[config.mk]
export PLATFORM = sky130hd
export DESIGN_NAME = cmp_branch_unit
export DESIGN_NICKNAME = d
export VERILOG_FILES = /design/src/rtl/cmpbr_pkg.sv /design/src/rtl/operand_mux.sv /design/src/rtl/relation_eval.sv /design/src/rtl/flag_store.sv /design/src/rtl/jump_resolver.sv /design/src/rtl/cmp_branch_unit.sv
export SDC_FILE = /design/constraint.sdc
export NUM_CORES = 1
export LEC_CHECK = 0
export BUFFER_PORTS_ARGS = -buffer_cell sky130_fd_sc_hd__buf_2
export CORE_AREA = 2 2 82 84
export CTS_BUF_LIST = sky130_fd_sc_hd__clkbuf_8 sky130_fd_sc_hd__clkbuf_16
export CTS_CLUSTER_DIAMETER = 30
export DETAILED_ROUTE_END_ITERATION = 10
export DIE_AREA = 0 0 84 86
export PLACE_DENSITY = 0.89
export SYNTH_ARGS = -nofsm -noshare
export SYNTH_HDL_FRONTEND = slang
export SYNTH_SLANG_ARGS = --single-unit
[constraint.sdc]
create_clock -name clk -period 8.23 [get_ports clk]
set_input_delay 0.823 -clock clk [delete_from_list [all_inputs] [get_ports clk]]
set_output_delay 0.823 -clock clk [all_outputs]
set_load 0.01 [all_outputs]
[src/rtl/cmpbr_pkg.sv]
package cmpbr_pkg;

    localparam int NREL = 6;
    localparam int REL_GT  = 0;
    localparam int REL_GTE = 1;
    localparam int REL_LT  = 2;
    localparam int REL_LTE = 3;
    localparam int REL_EQ  = 4;
    localparam int REL_NEQ = 5;

    typedef logic [NREL-1:0] rel_t;

    typedef enum logic [3:0] {
        OP_NOP    = 4'd0,
        OP_CMP_IR = 4'd1,
        OP_CMP_RR = 4'd2,
        OP_CMP_RI = 4'd3,
        OP_JMP    = 4'd4,
        OP_JEQ    = 4'd5,
        OP_JNE    = 4'd6,
        OP_JLT    = 4'd7,
        OP_JLE    = 4'd8,
        OP_JGT    = 4'd9,
        OP_JGE    = 4'd10
    } op_e;

    function automatic logic is_compare(op_e op);
        return (op == OP_CMP_IR) || (op == OP_CMP_RR) || (op == OP_CMP_RI);
    endfunction

    // Display position (0 = lowest bit) to stored flag index.
    function automatic int trace_src(int pos);
        case (pos)
            5:       return REL_GTE;
            4:       return REL_GT;
            3:       return REL_LTE;
            2:       return REL_LT;
            1:       return REL_NEQ;
            default: return REL_EQ;
        endcase
    endfunction

endpackage

[src/rtl/operand_mux.sv]
module operand_mux
    import cmpbr_pkg::*;
#(
    parameter int DATA_W = 32
) (
    input  op_e               op_i,
    input  logic [DATA_W-1:0] src_reg_i,
    input  logic [DATA_W-1:0] dst_reg_i,
    input  logic [DATA_W-1:0] imm_i,
    output logic [DATA_W-1:0] lhs_o,
    output logic [DATA_W-1:0] rhs_o,
    output logic              load_o
);
    always_comb begin
        lhs_o  = dst_reg_i;
        rhs_o  = src_reg_i;
        load_o = is_compare(op_i);
        case (op_i)
            OP_CMP_IR: begin lhs_o = dst_reg_i; rhs_o = imm_i;     end
            OP_CMP_RR: begin lhs_o = dst_reg_i; rhs_o = src_reg_i; end
            OP_CMP_RI: begin lhs_o = imm_i;     rhs_o = src_reg_i; end
            default:   ;
        endcase
    end
endmodule

[src/rtl/relation_eval.sv]
module relation_eval
    import cmpbr_pkg::*;
#(
    parameter int DATA_W = 32
) (
    input  logic [DATA_W-1:0] lhs_i,
    input  logic [DATA_W-1:0] rhs_i,
    output rel_t              rel_o
);
    logic signed [DATA_W-1:0] a, b;
    logic gt, eq;

    assign a  = $signed(lhs_i);
    assign b  = $signed(rhs_i);
    assign gt = (a > b);
    assign eq = (a == b);

    always_comb begin
        rel_o          = '0;
        rel_o[REL_GT]  = gt;
        rel_o[REL_GTE] = gt | eq;
        rel_o[REL_LT]  = ~(gt | eq);
        rel_o[REL_LTE] = ~gt;
        rel_o[REL_EQ]  = eq;
        rel_o[REL_NEQ] = ~eq;
    end
endmodule

[src/rtl/flag_store.sv]
module flag_store
    import cmpbr_pkg::*;
(
    input  logic clk,
    input  logic rst,
    input  logic load_i,
    input  rel_t rel_i,
    output rel_t flags_o
);
    always_ff @(posedge clk) begin
        if (rst)         flags_o <= '0;
        else if (load_i) flags_o <= rel_i;
    end


    reset_clear_chk: assert property (@(posedge clk) rst |=> flags_o == '0);


    hold_flags_chk: assert property (@(posedge clk) disable iff (rst)
        !load_i |=> $stable(flags_o));


    coherent_flags_chk: assert property (@(posedge clk) disable iff (rst)
        load_i |=> ($countones({flags_o[REL_EQ], flags_o[REL_NEQ]}) == 1
                    && $countones({flags_o[REL_GT], flags_o[REL_LT], flags_o[REL_EQ]}) == 1
                    && flags_o[REL_GTE] == (flags_o[REL_GT] | flags_o[REL_EQ])
                    && flags_o[REL_LTE] == (flags_o[REL_LT] | flags_o[REL_EQ])));
endmodule

[src/rtl/jump_resolver.sv]
module jump_resolver
    import cmpbr_pkg::*;
#(
    parameter int PC_W = 32
) (
    input  op_e             op_i,
    input  rel_t            flags_i,
    input  logic [PC_W-1:0] target_i,
    input  logic [PC_W-1:0] pc_inc_i,
    output logic            taken_o,
    output logic [PC_W-1:0] next_pc_o
);
    always_comb begin
        case (op_i)
            OP_JMP:  taken_o = 1'b1;
            OP_JEQ:  taken_o = flags_i[REL_EQ];
            OP_JNE:  taken_o = flags_i[REL_NEQ];
            OP_JLT:  taken_o = flags_i[REL_LT];
            OP_JLE:  taken_o = flags_i[REL_LTE];
            OP_JGT:  taken_o = flags_i[REL_GT];
            OP_JGE:  taken_o = flags_i[REL_GTE];
            default: taken_o = 1'b0;
        endcase
        next_pc_o = taken_o ? target_i : pc_inc_i;
    end
endmodule

[src/rtl/cmp_branch_unit.sv]
module cmp_branch_unit
    import cmpbr_pkg::*;
#(
    parameter int DATA_W = 32,
    parameter int PC_W   = 32
) (
    input  logic              clk,
    input  logic              rst,
    input  logic [3:0]        op_code_i,
    input  logic [DATA_W-1:0] src_reg_i,
    input  logic [DATA_W-1:0] dst_reg_i,
    input  logic [DATA_W-1:0] imm_i,
    input  logic [PC_W-1:0]   target_i,
    input  logic [PC_W-1:0]   pc_inc_i,
    output logic [5:0]        flags_o,
    output logic [5:0]        trace_o,
    output logic              taken_o,
    output logic [PC_W-1:0]   next_pc_o
);
    op_e               op;
    logic [DATA_W-1:0] lhs, rhs;
    logic              load;
    rel_t              rel_now, flags_q;

    assign op = op_e'(op_code_i);

    operand_mux #(.DATA_W(DATA_W)) u_mux (
        .op_i(op), .src_reg_i(src_reg_i), .dst_reg_i(dst_reg_i), .imm_i(imm_i),
        .lhs_o(lhs), .rhs_o(rhs), .load_o(load)
    );

    relation_eval #(.DATA_W(DATA_W)) u_eval (
        .lhs_i(lhs), .rhs_i(rhs), .rel_o(rel_now)
    );

    flag_store u_flags (
        .clk(clk), .rst(rst), .load_i(load), .rel_i(rel_now), .flags_o(flags_q)
    );

    jump_resolver #(.PC_W(PC_W)) u_jump (
        .op_i(op), .flags_i(flags_q), .target_i(target_i), .pc_inc_i(pc_inc_i),
        .taken_o(taken_o), .next_pc_o(next_pc_o)
    );

    assign flags_o = flags_q;

    for (genvar i = 0; i < NREL; i++) begin : g_trace
        localparam int SRC = trace_src(i);
        assign trace_o[i] = flags_q[SRC];
    end


    rr_relation_chk: assert property (@(posedge clk) disable iff (rst)
        (op_code_i == OP_CMP_RR) |=>
            flags_o[REL_GT] == ($signed($past(dst_reg_i)) > $signed($past(src_reg_i))));


    ri_operand_chk: assert property (@(posedge clk) disable iff (rst)
        (op_code_i == OP_CMP_RI) |=>
            flags_o[REL_LT] == ($signed($past(imm_i)) < $signed($past(src_reg_i))));


    ir_operand_chk: assert property (@(posedge clk) disable iff (rst)
        (op_code_i == OP_CMP_IR) |=>
            flags_o[REL_EQ] == ($past(dst_reg_i) == $past(imm_i)));


    cond_jump_chk: assert property (@(posedge clk) disable iff (rst)
        (op_code_i == OP_JLE) |-> taken_o == flags_o[REL_LTE]);


    always_jump_chk: assert property (@(posedge clk) disable iff (rst)
        (op_code_i == OP_JMP) |-> (taken_o && next_pc_o == target_i));


    fallthrough_chk: assert property (@(posedge clk) disable iff (rst)
        !taken_o |-> next_pc_o == pc_inc_i);


    nonjump_chk: assert property (@(posedge clk) disable iff (rst)
        (op_code_i < OP_JMP) |-> !taken_o);
endmodule

==> results of run 1 <==
routing by layer:
layer	up-vias	GRT usage [%]	part of all wire (%)
met4	0	11.14	4.0
li1	1344	-	-
met2	136	45.89	54
met1	1222	21.39	35
met3	26	3.561	6.6
met5	-	0	0
per-stage QoR:
stage                     power [mW]  cells  util [%]  cell area, µm²  setup WS [ns]
after floorplan               0.1296    248         -            2266          4.645
after global placement        0.1930    516     52.70            3308          4.070
after detailed placement      0.1996    516     52.70            3308          3.874
after CTS                     0.2459    519     53.36            3349          4.113
after global routing          0.2618    519     53.36            3349          3.823
final                         0.2437    519     53.36            3349          4.127
area by class of cell:
type | instances | share of cell area, %
clock buffers | 3 | 1.233
inverters | 2 | 0.2241
multi-input cells | 220 | 60.48
flip-flops and latches | 6 | 3.586
well taps | 77 | 2.876
repair buffers | 211 | 31.60
cells in the mapped netlist (3+ instances only):
cell type / number
mux2_2: 64
mux2i_1: 34
ha_1: 32
a21oi_1: 14
nand2_1: 14
nor2_1: 11
buf_2: 10
nand4_1: 8
buf_4: 7
dfxtp_1: 6
nand3_1: 6
o21ai_0: 6
a211oi_1: 3
nor3_1: 3
worst max-delay path, delay by kind of cell:
family,cells,cell delay [ns]
buf+inv,1,0.13
mux,1,0.18
fa+ha+maj,1,0.52
simple gates,7,2.35
compound gates,1,0.18
final timing paths:
| kind | startpoint | slack, ns | to |
|---|---|---|---|
| worst min register to register | u_flags.flags_o[4]$_SDFFE_PP0P_ | 0.54 | u_flags.flags_o[4]$_SDFFE_PP0P_ |
| worst max register to register | u_flags.flags_o[0]$_SDFFE_PP0P_ | 7.30 | u_flags.flags_o[0]$_SDFFE_PP0P_ |
| worst max-delay path | op_code_i[3] | 4.13 | u_flags.flags_o[0]$_SDFFE_PP0P_ |
| worst min-delay path | u_flags.flags_o[4]$_SDFFE_PP0P_ | 0.54 | u_flags.flags_o[4]$_SDFFE_PP0P_ |
power groups by stage:
stage,clock (mW),combinational [mW],sequential (mW)
CTS,0.0457,0.166,0.0339
global route,0.0464,0.181,0.0340
detailed placement,0,0.165,0.0344
finish,0.0451,0.165,0.0336
floorplan,0,0.0957,0.0339
global placement,0,0.159,0.0343
logic make-up (layout without fill, tap and decap cells):
kind of cell             count (synthesis)  after routing  share of synthesized area, %
multiplexers                            98             98                         46.83
AND/OR/NAND/NOR                         54             54                         13.80
AO/OA/AOI/OAI                           36             36                         10.38
adder cells (fa/ha/maj)                 32             32                         17.67
buffers and inverters                   22            216                         6.019
flip-flops                               6              6                         5.301
==> results.md, run 1 <==
- PD cells: between 70 and 80 mW/mm²
- Final net count: roughly 640
- Number of flip-flops under the largest register name: 6
- Htree depth: 1
- Largest net degree at the start of global routing: 34
- Crit end category: flop
- CP arrival: 4.21 ns
- VDD IR-drop max: 40.77 µV
- # resized after CTS: 0
- Worst-Skew Late Latency: 0.23 ns
- Most common cell after layout, fill and taps aside: buf_2
- Crit path time final: just over 4 ns
- Status: completed
- Syn nets: 446
- Flip-flop and latch area: 120.1 µm²
- Hold path cells: 2
- Initial antenna violation count: 0
- Layout cells sized above 1: around two thirds
- Hpwl dp: about 7.5 mm
- Area of the multi-input gates: about 0.0020 mm²
- Max cap viols: 0
- Clock Power Share: 18.5%
- # DRC: 0
- Width of the die: 84 µm
- Ys flop type: dfxtp_1
- DRT Wirelength: 8.470 mm
- Top-area cell type share of the netlist area: a little under a third
- Fillers: 574
- Worst R2R Path Depth: 3
- # Post-CTS Setup Buffers: 0
- Ys async rst share: 0%
- Critical Path Max Stage Delay: roughly 0.87 ns
- Sequential share of the synthesized area: 5.301%
- Worst Tran Pin Value: 1.140 ns
- Max-slew violations: 0
- HP Class: reg -> reg
- First-pass GRT wire length: 13.03 mm
- Mapped Avg Cell Area: approximately 9.1 µm²
- Ports: 211
- # port buffers: 210
- Post-synth EDFFs: 0
- Ranking of synthesized cells by area: mux2_2, ha_1, mux2i_1, dfxtp_1, a21oi_1
- GR Util All Layers: 22.42%
- Unrepaired setup endpoints after global routing: no
- Switching pwr: 0.09397 mW
- CTS sink count: 6
- Area leader, netlist: mux2_2
- DRT iter0 DRCs: 44
- # diodes: 0
- Vias: 2728
- Tcrit/Tclk final: 49.85%
- Drt pass-1 iters: 4
- Vias in the first global route: 2880
- Fmax: 243.7 MHz
- CP Max Fanout: 32
- Die ar.: 0.007224 mm²
- Worst relative slew slack: 23.80%
- Initial Util: a little over a third
- DR WL/cell: 16.32 µm
- Int Pwr: 0.1497 mW
- Sequential share of power: 13.8%
- Synthesis Warnings: 0
- Largest registers: u_flags.flags_o x6
- Min Hold Slack: 0.5448 ns
- Worst path slowest cell: nor2_4
- Worst setup SP type: input port
- Clock buffer depth: 2
- Final Setup Violations: 0
- Distinct cells, synth: 39
- Syn Std Cell Area: 0.002266 mm²
- Cell Chain, Critical Path: buf_2 > nor2_1 > nand2_1 > nor2_4 > mux2i_1 > ha_1 > nand4_4 > nor4_4 > a211oi_1 > and3b_1 > or3_1
- Post-DRT Antenna Nets: 0
- Required @ worst endpoint: 8.34 ns
- Setup CP Type: in -> reg
- Area Overhead vs Synth: 47.82%
- Biggest register: u_flags.flags_o
- Sw frac: a little under 40%
- Most frequent cells in the layout: buf_2, mux2_2, mux2i_1
- Worst Clk Skew: 0 ns
- Grt ovf: 0
- Rows: 29
- Setup TNS: 0 ns
- RePlAce Congestion: 0.8642
- Core region area: 0.006277 mm²
- Hold Fails Final Rpt: 0
- Total CTS buffers: 3
- Yosys reg bits: 6
- Cells after synthesis: 248
- Post-CTS Hold Buffers: 0
- TritonCTS clock tree: built
- Clock-pin slew on the worst setup and hold paths: 0.04 ns
- Combinational fraction of design power: 67.7%
- Leakage: between 1.5 and 2 nW
- Clk root buf: clkbuf_8
- Drt via density: around 5.3
- Die Ht: 86 µm
Note: power is estimated with default switching activity, not from simulation.
==> run 2, diff against run 1 <==
CORE_AREA = not set   (was 2 2 82 84)
CORE_UTILIZATION = 35   (was not set)
DIE_AREA = not set   (was 0 0 84 86)
PLACE_DENSITY = 0.91   (was 0.89)
clock period = 3.6 ns   (was 8.23 ns; I/O delays follow)
==> run 2 against run 1 <==
Against the previous run:
- global-route usage fell by 0.79 points
- critical endpoint unchanged
- largest power group unchanged
- hold slack got worse by 0.15 ns
- clock skew did not move
- first-iteration DRC count rose by 100%
- clock power rose by 120%
==> results.md, run 2 (synthesis gave the netlist of run 1 again) <==
- # diodes: 0 (unchanged)
- CTS sink count: 6 (unchanged)
- Tcrit/Tclk final: 91.08%
- Die ar.: 0.006800 mm² (was 0.007224 mm²)
- Final net count: 645 (was 642)
- Clock buffer depth: 2 (unchanged)
- Reg2Reg Setup Slack: 2.69 ns (was 7.30 ns)
- Most frequent cells in the layout: buf_2, mux2_2, mux2i_1 (unchanged)
- HP Class: in -> reg (was reg -> reg)
- Die Ht: 82.46 µm (was 86 µm)
- Critical Path Max Stage Delay: 0.64 ns (was 0.87 ns)
- Cell Chain, Critical Path: buf_2 > nor2_1 > and3_1 > buf_12 > mux2_2 > ha_1 > nor2b_1 > o211ai_1 > a2111oi_0 > o41ai_1 > nor2_1 > or3_1 (was buf_2 > nor2_1 > nand2_1 > nor2_4 > mux2i_1 > ha_1 > nand4_4 > nor4_4 > a211oi_1 > and3b_1 > or3_1)
- Required @ worst endpoint: 3.70 ns (was 8.34 ns)
- Setup CP Type: in -> reg (unchanged)
- Drt pass-1 iters: 4 (unchanged)
- Biggest register: u_flags.flags_o (unchanged)
- Ports: 211 (unchanged)
- Vias: 2741 (was 2728)
- Vias in the first global route: 2667 (was 2880)
- VDD IR-drop max: 105.1 µV (was 40.77 µV)
- # resized after CTS: 0 (unchanged)
- DRT Wirelength: 7.862 mm (was 8.470 mm)
- Grt ovf: 0 (unchanged)
- Drt via density: 5.271 (was 5.256)
- Htree depth: 1 (unchanged)
- Worst path slowest cell: o41ai_1 (was nor2_4)
- Min Hold Slack: 0.3919 ns (was 0.5448 ns)
- Hold path cells: 2 (unchanged)
- Final Setup Violations: 0 (unchanged)
- Most common cell after layout, fill and taps aside: buf_2 (unchanged)
- Number of flip-flops under the largest register name: 6 (unchanged)
- Status: completed (unchanged)
- Worst Clk Skew: 0 ns (unchanged)
- PD cells: 164.1 mW/mm² (was 72.74 mW/mm²)
- Worst setup SP type: input port (unchanged)
- # DRC: 0 (unchanged)
- Clk root buf: clkbuf_8 (unchanged)
- Worst relative slew slack: 54.65% (was 23.80%)
- CP dominant cell by count: nor2_1
- Worst R2R Path Depth: 3 (unchanged)
- Width of the die: 82.46 µm (was 84 µm)
- Layout cells sized above 1: 64.94% (was 64.71%)
- Fmax: 305.0 MHz
- Initial antenna violation count: 0 (unchanged)
- TritonCTS clock tree: built (unchanged)
- Hpwl dp: 6.993 mm (was 7.518 mm)
- Hold Fails Final Rpt: 0 (unchanged)
- Worst Tran Pin Value: 0.6715 ns (was 1.140 ns)
- Post-CTS Hold Buffers: 0 (unchanged)
- # port buffers: 210 (unchanged)
- Largest net degree at the start of global routing: 34 (unchanged)
- Initial Util: 37.17% (was 36.10%)
- Setup TNS: 0 ns (unchanged)
- Max-slew violations: 0 (unchanged)
- Area Overhead vs Synth: 49.81% (was 47.82%)
- DR WL/cell: 15.12 µm (was 16.32 µm)
- Clock-pin slew on the worst setup and hold paths: 0.04 ns (about the same)
- Max cap viols: 0 (unchanged)
- GR Util All Layers: 21.63% (was 22.42%)
- Post-DRT Antenna Nets: 0 (unchanged)
- CP arrival: 3.38 ns (was 4.21 ns)
- CP Max Fanout: 32 (unchanged)
- DRT iter0 DRCs: 88 (was 44)
- First-pass GRT wire length: 11.34 mm (was 13.03 mm)
- Total CTS buffers: 3 (unchanged)
- Worst-Skew Late Latency: 0.22 ns (was 0.23 ns)
- Crit path time final: 3.279 ns
- # Post-CTS Setup Buffers: 0 (unchanged)
- Rows: 28 (was 29)
- Leakage: 1.701 nW (was 1.681 nW)
- Core region area: 0.006096 mm² (was 0.006277 mm²)
- RePlAce Congestion: 0.8686 (was 0.8642)
- Crit end category: flop (unchanged)
- Largest registers: u_flags.flags_o x6 (unchanged)
- Unrepaired setup endpoints after global routing: no (unchanged)
==> run 2: area by class of cell <==
class / instances / area [µm²]
clock buffer: 3 / 41.29
fill: 548 / 2701
inverter: 2 / 7.507
multi-input combinational: 220 / 2026
sequential: 6 / 120.1
tap: 75 / 93.84
timing repair buffer: 214 / 1106
==> run 2: path summary, 6_finish.rpt <==
path / from / endpoint
worst min-delay path: rst / u_flags.flags_o[4]$_SDFFE_PP0P_
worst min register to register: u_flags.flags_o[4]$_SDFFE_PP0P_ / u_flags.flags_o[4]$_SDFFE_PP0P_
worst max-delay path: op_code_i[3] / u_flags.flags_o[0]$_SDFFE_PP0P_
worst max register to register: u_flags.flags_o[0]$_SDFFE_PP0P_ / u_flags.flags_o[0]$_SDFFE_PP0P_
==> run 2: metal layers <==
layer | vias up | GRT usage (%) | part of all wire [%]
met5 | - | 0 | 0
met1 | 1228 | 21.94 | 36
met2 | 140 | 43.64 | 54
met3 | 22 | 2.967 | 6.9
li1 | 1351 | - | -
met4 | 0 | 8.421 | 2.8
==> run 2: per-stage QoR <==
stage                     instances  utilization [%]  area, µm²  worst slack [ns]  total power, mW
after floorplan                 248                -       2266            0.4779           0.2962
after global placement          517            55.01       3353            0.3180           0.4430
after detailed placement        517            55.01       3353            0.1225           0.4569
after CTS                       520            55.69       3395            0.3446           0.5610
after global routing            520            55.69       3395           0.09873           0.6075
final                           520            55.69       3395            0.3212           0.5571
==> run 2: report_power, final <==
group	leakage [nW]	switching, mW	total (mW)	internal [mW]
clock network	0.0216	0.0293	0.101	0.0719
logic	1.63	0.177	0.379	0.202
registers	0.0491	0.00565	0.0768	0.0711
total	1.70	0.212	0.557	0.345
==> run 2: worst max-delay path: cells and delay by family <==
kind	cells	cell delay (ns)
buf+inv	2	0.34
simple gates	5	1.05
mux	1	0.36
compound gates	3	0.93
fa+ha+maj	1	0.31
